## config.mk

```make
export PLATFORM = sky130hd
export DESIGN_NAME = hz_fwd_unit
export DESIGN_NICKNAME = d
export VERILOG_FILES = /design/src/rtl/hz_pkg.sv /design/src/rtl/hz_stage_pipe.sv /design/src/rtl/hz_src_match.sv /design/src/rtl/hz_opnd_mux.sv /design/src/rtl/hz_fwd_unit.sv
export SDC_FILE = /design/constraint.sdc
export NUM_CORES = 1
export LEC_CHECK = 0
export CORE_AREA = 4 4 164 166
export DETAILED_ROUTE_END_ITERATION = 8
export DIE_AREA = 0 0 168 170
export DONT_BUFFER_PORTS = 1
export GPL_ROUTABILITY_DRIVEN = 0
export SLEW_MARGIN = 20
export SYNTH_ARGS = -nofsm -noshare
export SYNTH_HDL_FRONTEND = slang
export SYNTH_HIERARCHICAL = 1
export SYNTH_SLANG_ARGS = --single-unit
```

## constraint.sdc

```tcl
create_clock -name clk -period 3.5 [get_ports clk]
set_input_delay 0.35 -clock clk [delete_from_list [all_inputs] [get_ports clk]]
set_output_delay 0.35 -clock clk [all_outputs]
set_load 0.01 [all_outputs]
```

## src/rtl/hz_pkg.sv

```systemverilog
package hz_pkg;
  localparam int NSRC = 3;  // source operands per instruction
  localparam int NWP  = 2;  // write ports per instruction
  localparam int NSTG = 3;  // shadowed stages: execute, buffer/data, write-back

  typedef enum logic [2:0] {
    SEL_RF = 3'd0,
    SEL_X0 = 3'd1,
    SEL_X1 = 3'd2,
    SEL_M0 = 3'd3,
    SEL_M1 = 3'd4,
    SEL_W0 = 3'd5,
    SEL_W1 = 3'd6
  } fwd_sel_e;
endpackage

```

## src/rtl/hz_stage_pipe.sv

```systemverilog
module hz_stage_pipe
  import hz_pkg::*;
#(
  parameter int TAG_W = 4
) (
  input  logic                                   clk,
  input  logic                                   rst_n,
  input  logic                                   stall,
  input  logic [NWP-1:0][TAG_W-1:0]              dec_dst_tag,
  input  logic [NWP-1:0]                         dec_dst_we,
  input  logic                                   dec_is_load,
  output logic [NSTG-1:0][NWP-1:0][TAG_W-1:0]    stg_tag,
  output logic [NSTG-1:0][NWP-1:0]               stg_we,
  output logic                                   ex_load
);
  logic [NSTG-1:0][NWP-1:0][TAG_W-1:0] tag_d;
  logic [NSTG-1:0][NWP-1:0]            we_d;
  logic                                ld_d;

  // next state: decode enters execute unless a bubble is forced
  always_comb begin
    tag_d[0] = dec_dst_tag;
    we_d[0]  = stall ? '0 : dec_dst_we;
    ld_d     = !stall && dec_is_load;
    for (int s = 1; s < NSTG; s++) begin
      tag_d[s] = stg_tag[s-1];
      we_d[s]  = stg_we[s-1];
    end
  end

  always_ff @(posedge clk or negedge rst_n) begin
    if (!rst_n) begin
      stg_tag <= '0;
      stg_we  <= '0;
      ex_load <= 1'b0;
    end else begin
      stg_tag <= tag_d;
      stg_we  <= we_d;
      ex_load <= ld_d;
    end
  end
endmodule

```

## src/rtl/hz_src_match.sv

```systemverilog
module hz_src_match
  import hz_pkg::*;
#(
  parameter int TAG_W  = 4,
  parameter int PC_TAG = 15
) (
  input  logic [TAG_W-1:0]                    src_tag,
  input  logic                                src_used,
  input  logic [NSTG-1:0][NWP-1:0][TAG_W-1:0] stg_tag,
  input  logic [NSTG-1:0][NWP-1:0]            stg_we,
  input  logic                                ex_load,
  output fwd_sel_e                            sel,
  output logic                                load_hit
);
  logic eligible;

  assign eligible = src_used && (src_tag != TAG_W'(PC_TAG));

  // oldest first, port 1 before port 0: the last hit written wins
  always_comb begin
    sel = SEL_RF;
    if (eligible) begin
      for (int s = NSTG - 1; s >= 0; s--) begin
        for (int p = NWP - 1; p >= 0; p--) begin
          if (stg_we[s][p] && (stg_tag[s][p] == src_tag))
            sel = fwd_sel_e'(3'(1 + NWP * s + p));
        end
      end
    end
  end

  assign load_hit = eligible && ex_load && stg_we[0][0] && (stg_tag[0][0] == src_tag);
endmodule

```

## src/rtl/hz_opnd_mux.sv

```systemverilog
module hz_opnd_mux
  import hz_pkg::*;
#(
  parameter int DATA_W = 32
) (
  input  fwd_sel_e                      sel,
  input  logic [DATA_W-1:0]             rf_val,
  input  logic [NWP-1:0][DATA_W-1:0]    x_val,
  input  logic [NWP-1:0][DATA_W-1:0]    m_val,
  input  logic [NWP-1:0][DATA_W-1:0]    w_val,
  output logic [DATA_W-1:0]             out_val
);
  always_comb begin
    case (sel)
      SEL_X0:  out_val = x_val[0];
      SEL_X1:  out_val = x_val[1];
      SEL_M0:  out_val = m_val[0];
      SEL_M1:  out_val = m_val[1];
      SEL_W0:  out_val = w_val[0];
      SEL_W1:  out_val = w_val[1];
      default: out_val = rf_val;
    endcase
  end
endmodule

```

## src/rtl/hz_fwd_unit.sv

```systemverilog
module hz_fwd_unit
  import hz_pkg::*;
#(
  parameter int DATA_W = 32,
  parameter int TAG_W  = 4,
  parameter int PC_TAG = 15
) (
  input  logic                               clk,
  input  logic                               rst_n,
  input  logic [NSRC-1:0][TAG_W-1:0]         dec_src_tag,
  input  logic [NSRC-1:0]                    dec_src_used,
  input  logic [NWP-1:0][TAG_W-1:0]          dec_dst_tag,
  input  logic [NWP-1:0]                     dec_dst_we,
  input  logic                               dec_is_load,
  input  logic [NSRC-1:0][DATA_W-1:0]        rf_data,
  input  logic [NWP-1:0][DATA_W-1:0]         x_data,
  input  logic [NWP-1:0][DATA_W-1:0]         m_data,
  input  logic [NWP-1:0][DATA_W-1:0]         w_data,
  output logic                               stall,
  output logic [NWP-1:0]                     ex_we,
  output logic [NSRC-1:0][2:0]               opnd_sel,
  output logic [NSRC-1:0][DATA_W-1:0]        opnd_data
);
  logic [NSTG-1:0][NWP-1:0][TAG_W-1:0] stg_tag;
  logic [NSTG-1:0][NWP-1:0]            stg_we;
  logic                                ex_load;
  logic [NSRC-1:0]                     load_hit;
  fwd_sel_e                            sel_c [NSRC];
  fwd_sel_e                            sel_d [NSRC];
  fwd_sel_e                            sel_q [NSRC];

  hz_stage_pipe #(.TAG_W(TAG_W)) u_pipe (
    .clk         (clk),
    .rst_n       (rst_n),
    .stall       (stall),
    .dec_dst_tag (dec_dst_tag),
    .dec_dst_we  (dec_dst_we),
    .dec_is_load (dec_is_load),
    .stg_tag     (stg_tag),
    .stg_we      (stg_we),
    .ex_load     (ex_load)
  );

  for (genvar g = 0; g < NSRC; g++) begin : g_src
    hz_src_match #(.TAG_W(TAG_W), .PC_TAG(PC_TAG)) u_match (
      .src_tag  (dec_src_tag[g]),
      .src_used (dec_src_used[g]),
      .stg_tag  (stg_tag),
      .stg_we   (stg_we),
      .ex_load  (ex_load),
      .sel      (sel_c[g]),
      .load_hit (load_hit[g])
    );

    hz_opnd_mux #(.DATA_W(DATA_W)) u_mux (
      .sel     (sel_q[g]),
      .rf_val  (rf_data[g]),
      .x_val   (x_data),
      .m_val   (m_data),
      .w_val   (w_data),
      .out_val (opnd_data[g])
    );

    assign opnd_sel[g] = sel_q[g];
  end

  assign stall = |load_hit;
  assign ex_we = stg_we[0];

  // a bubble carries the register-file code
  always_comb begin
    for (int i = 0; i < NSRC; i++)
      sel_d[i] = stall ? SEL_RF : sel_c[i];
  end

  always_ff @(posedge clk or negedge rst_n) begin
    if (!rst_n) begin
      for (int i = 0; i < NSRC; i++) sel_q[i] <= SEL_RF;
    end else begin
      for (int i = 0; i < NSRC; i++) sel_q[i] <= sel_d[i];
    end
  end
endmodule

```

Word-level counts from Yosys, hierarchy flattened:

Index checks and enable logic that the tools add are counted.
Widths: inputs -> output; s select.

* logic and storage cells: 113
* bits in registers: 40
* output and inout port bits: 108
* input bits: 316

* eq/ne operators: 39
* reductions and logical operators: 33
* muxes and demuxes: 28

Operators with widths (number)
* $pmux 32 s6: 3
* $eq 4x4->1: 18
* $mux 3: 24
* $logic_and 1x1->1: 31
* $eq 3x3->1 const B: 9
* $eq 3x2->1 const B: 6
* $ne 4x4->1 const B: 3
* $eq 3x1->1 const B: 3
* $reduce_or 3->1: 1
* $mux 2: 1
* $logic_not 1->1: 1

Depth between registers and ports, before layout:

* depth in word-level cells: 10
* mapped depth: 8
* depth with buffers taken out: 6

Hierarchy:

The synthesis kept the hierarchy.

Modules (own cells, without submodules)
* hz_opnd_mux: seq. area each 0.0 µm², instances 3, cells each 325, area an instance 1993.2 µm²
* hz_src_match: seq. area each 0.0 µm², instances 3, cells each 57, area an instance 411.6 µm²
* hz_stage_pipe: seq. area each 775.7 µm², instances 1, cells each 38, area an instance 824.5 µm²
* hz_fwd_unit: seq. area each 225.2 µm², instances 1, cells each 22, area an instance 331.6 µm²

Worst setup path after synthesis:

OpenSTA, ideal clock, no wires.

* kind: in2out
* start: input port dec_src_tag[4] in the netlist's numbering
* end: output port stall
* path buffers: 2
* setup slack: 1.550 ns
* required time: 3.150 ns
* arrival time: 1.600 ns
* stages on the path: 7
* path through: buf_4 > inv_2 > o211ai_1 > nor4_4 > and3_1 > buf_6 > or3_1

* cells in the longest elaborated chain, start to end: 6
* elaborated cells on any way between the ends: 7
* those cells by class: 2 x eq/ne; 5 x reduce/logical

RTL lines
* start: declaration: line hz_fwd_unit.sv:10 `input logic [NSRC-1:0][TAG_W-1:0] dec_src_tag,`
* $ne 4x4->1: line hz_src_match.sv:17 `assign eligible = src_used && (src_tag != TAG_W'(PC_TAG));`
* $logic_and 1x1->1: line hz_src_match.sv:17
* $logic_and 1x1->1 (2 in series): line hz_src_match.sv:32 `assign load_hit = eligible && ex_load && stg_we[0][0] && (stg_tag[0][0] == src_tag);`
* $logic_and 1x1->1 (*): line hz_src_match.sv:32
* via load_hit[1]: line hz_fwd_unit.sv:27 `logic [NSRC-1:0] load_hit;`
* $reduce_or 3->1 (*): line hz_fwd_unit.sv:67 `assign stall = |load_hit;`
* end: declaration: line hz_fwd_unit.sv:19 `output logic stall,`

Mark *: on every way through the listed nets, which the timed path passes. The rest lies on a longest branch.

==> metrics.md <==
| Metric | Value |
|---|---|
| Outcome | `completed` |
| Root Buffer | `clkbuf_16` |
| Total congestion overflow | `0` |
| Die W | `168 microns` |
| # nets final | `1430` |
| Final TNS setup | `0 ns` |
| Worst vdd ir | `0.000176 V` |
| # rows | `59` |
| Synth-to-Final Area Change | `1.29%` |
| Pin count of the biggest net entering global routing | `56` |
| WL/cell | `28.1 microns` |
| TritonCTS buffer count | `5` |
| WP data required | `3.15 ns` |
| Ys Warns | `6` |
| Commonest non-fill, non-tap cell in the layout | `nor2_1` |
| WS Path Type | `register to primary output` |
| Pre-antenna DRT Iters | `7` |
| Starting Density | `32.7%` |
| Buffers and inverters on the worst path | `1` |
| CTS H-Tree Depth | `2` |
| Number of vias per cell | `6.73` |
| Initial antenna violation count | `3` |
| Slew margin rel. | `32.7%` |
| Reg-to-Reg Start | `u_pipe/stg_tag[3]$_DFF_PN0_` |
| Area of the multi-input gates | `6530 sq um` |
| Critical-path top delay cell | `nor2_4` |
| R2r endpoint | `u_pipe/stg_we[0]$_DFF_PN0_` |
| R2R cell count | `5` |
| GRT Util Overall | `26.1%` |
| Synth Area per Inst | `6.94 sq um` |
| Most frequent cells in the layout | `nor2_1 (156), o21ai_0 (123), nand2_1 (108)` |
| Maximum fanout along the worst path | `34` |
| Final HPWL DP | `29500 microns` |
| Chip Height | `170 microns` |
| CP Cell Sequence | `and3_1, nor2_4, buf_4, o22a_1` |
| Final setup fails | `0` |
| Vias in the first global route | `9082` |
| Clk sinks | `40` |
| First-pass GRT wire length | `58700 microns` |
| Cell Pwr Density | `246 nW/um^2` |
| Setup crit start kind | `register` |
| CTS tree | `yes` |
| Register area share after synthesis | `12.0%` |
| RSZ-0062 raised after global routing | `false` |
| Slew Viols, Final | `0` |
| Arrival time worst endpoint | `2.56 ns` |
| Min-Delay Path Class | `input pin to register` |
| Worst path max stage delay | `0.78 ns` |
| Cell count along the critical path | `4` |
| Die Area | `28600 sq um` |
| Port-buffer cells | `0` |
| Hold Path Stages | `0` |
| Final hold viol count | `0` |
| Worst Skew | `0.00720 ns` |
| DRC Markers | `0` |
| Max_cap viols | `0` |
| FF+latch area | `1030 sq um` |
| Core area | `25600 sq um` |
| Worst Setup End Kind | `primary output` |
| # fillers | `2772` |
| Placed instance count | `1440` |
| Syn_nets | `1522` |
| R2r setup slk | `1.39 ns` |
| Cell family with most CP delay | `simple AND/OR/NAND/NOR gates` |
| Slew at the pin with the worst max-slew slack | `1.01 ns` |
| Hold_sp | `dec_dst_tag[0]` |
| Hold EP | `u_pipe/stg_tag[0]$_DFF_PN0_` |
| Setup ws final | `0.591 ns` |
| Synth unique cells | `43` |
| Clock Latency Late Sink | `0.28 ns` |
| Final worst path period share | `83.1%` |
| Non-Filler Instances | `1454` |
| Post-CTS setup buffer count | `0` |
| Total Wirelength | `40900 microns` |
| Period minus WS final | `2.91 ns` |
| # IOs | `424` |
| Initial DRC Count | `1224` |
| Final ANT Viol Nets | `0` |
| Fmax | `344 MHz` |
| DR vias | `9786` |
| Reg clk slew, reported paths | `0.07 ns` |
| Layout cells sized above 1 | `7.17%` |
| Synth Register Bits | `40` |
| Mapped cell area | `8370 sq um` |
| Post-Syn Instances | `1206` |
| Maximum clock path buffer count | `2` |
| Lkg Pwr | `3.10 nW` |
| Placement Setup Slack | `0.921 ns` |
==> final cells by class <==
cell class,count,area share [%]
Multi-Input combinational cell,1021,77.0
Timing Repair Buffer,34,3.42
Inverter,12,0.620
Tap cell,335,4.94
Sequential cell,40,12.1
Antenna cell,4,0.118
Clock inverter,2,0.118
Clock buffer,6,1.64
==> cell usage after synthesis, drive strengths merged <==
cell / instances / area (sq um)
clkbuf: 24 / 90.1
xnor2: 24 / 210
nand3b: 72 / 541
buf: 109 / 712
o211a: 3 / 30.0
nor4b: 12 / 124
a222oi: 3 / 30.0
nor2b: 27 / 169
o22a: 24 / 210
or3: 1 / 6.26
nor3: 9 / 45.0
and3: 6 / 37.5
a21boi: 6 / 56.3
and2b: 3 / 30.0
o22ai: 78 / 488
nand2b: 9 / 63.8
o21ai: 123 / 616
a211o: 72 / 631
mux2i: 96 / 961
nand3: 12 / 60.1
xor2: 30 / 263
nor3b: 3 / 56.3
o32ai: 24 / 210
a21oi: 99 / 495
nor2: 159 / 604
o211ai: 3 / 22.5
inv: 12 / 52.6
a22o: 3 / 26.3
nand2: 108 / 405
nand4: 3 / 18.8
dfrtp: 40 / 1000
o31ai: 3 / 22.5
nor4: 6 / 82.6
==> how the worst max path moves through the flow <==
| stage | slack, ns | startpoint | to |
|---|---|---|---|
| floorplan | 1.55 | dec_src_tag[4] | stall |
| global placement | 0.94 | opnd_sel[4]$_DFF_PN0_ | opnd_data[52] |
| detailed placement | 0.92 | opnd_sel[6]$_DFF_PN0_ | opnd_data[65] |
| CTS | 0.60 | opnd_sel[6]$_DFF_PN0_ | opnd_data[65] |
| global route | 0.51 | opnd_sel[6]$_DFF_PN0_ | opnd_data[70] |
| finish | 0.59 | opnd_sel[6]$_DFF_PN0_ | opnd_data[94] |
==> what timing repair did <==
action	in CTS	in global routing
gates resized for setup	0	0
endpoints found under the setup margin	0	0
hold endpoints to repair	40	0
hold buffers	2	0
==> power breakdown <==
group | internal (mW) | switching, mW | total (mW)
clock | 0.281 | 0.191 | 0.472
sequential | 0.488 | 0.0657 | 0.554
combinational | 0.405 | 0.651 | 1.06
total | 1.17 | 0.908 | 2.08
==> sequential cells by signal, summed over array words and instances, names as in the netlist <==
register,flops
u_pipe/ex_load,1
u_pipe/stg_we,6
opnd_sel,9
u_pipe/stg_tag,24
==> layer usage <==
metal,vias up,global-route usage [%],share of wire [%]
li1,4256,-,-
met1,4660,32.4,40
met2,734,43.3,46
met3,136,8.27,11
met4,0,8.15,4.0
met5,-,0,0
==> worst register-to-register path, cell delays in order, from the launching register on <==
cell and delay (ns):
dfrtp_1 0.46, a22o_1 0.30, nor4_4 0.38, and3_1 0.40, or3_1 0.33, nor2b_1 0.11
==> cell families after synthesis <==
family / count (synthesis) / share of synthesized area, %
compound gates: 441 / 33.9
xor+xnor: 54 / 5.65
buf+inv: 145 / 10.2
flops: 40 / 12.0
mux: 96 / 11.5
simple gates: 430 / 26.8
==> metrics by stage <==
stage | util, % | area (sq um) | total power, mW | hold slack, ns
after floorplan | - | 8370 | 1.39 | 0.0544
after global placement | 32.3 | 8280 | 1.57 | 0.0561
after detailed placement | 32.3 | 8280 | 1.59 | 0.0562
after CTS | 33.1 | 8470 | 2.08 | 0.0857
after global routing | 33.1 | 8480 | 2.20 | 0.0827
final | 33.1 | 8480 | 2.08 | 0.0923
(Power assumes the default switching activity.)
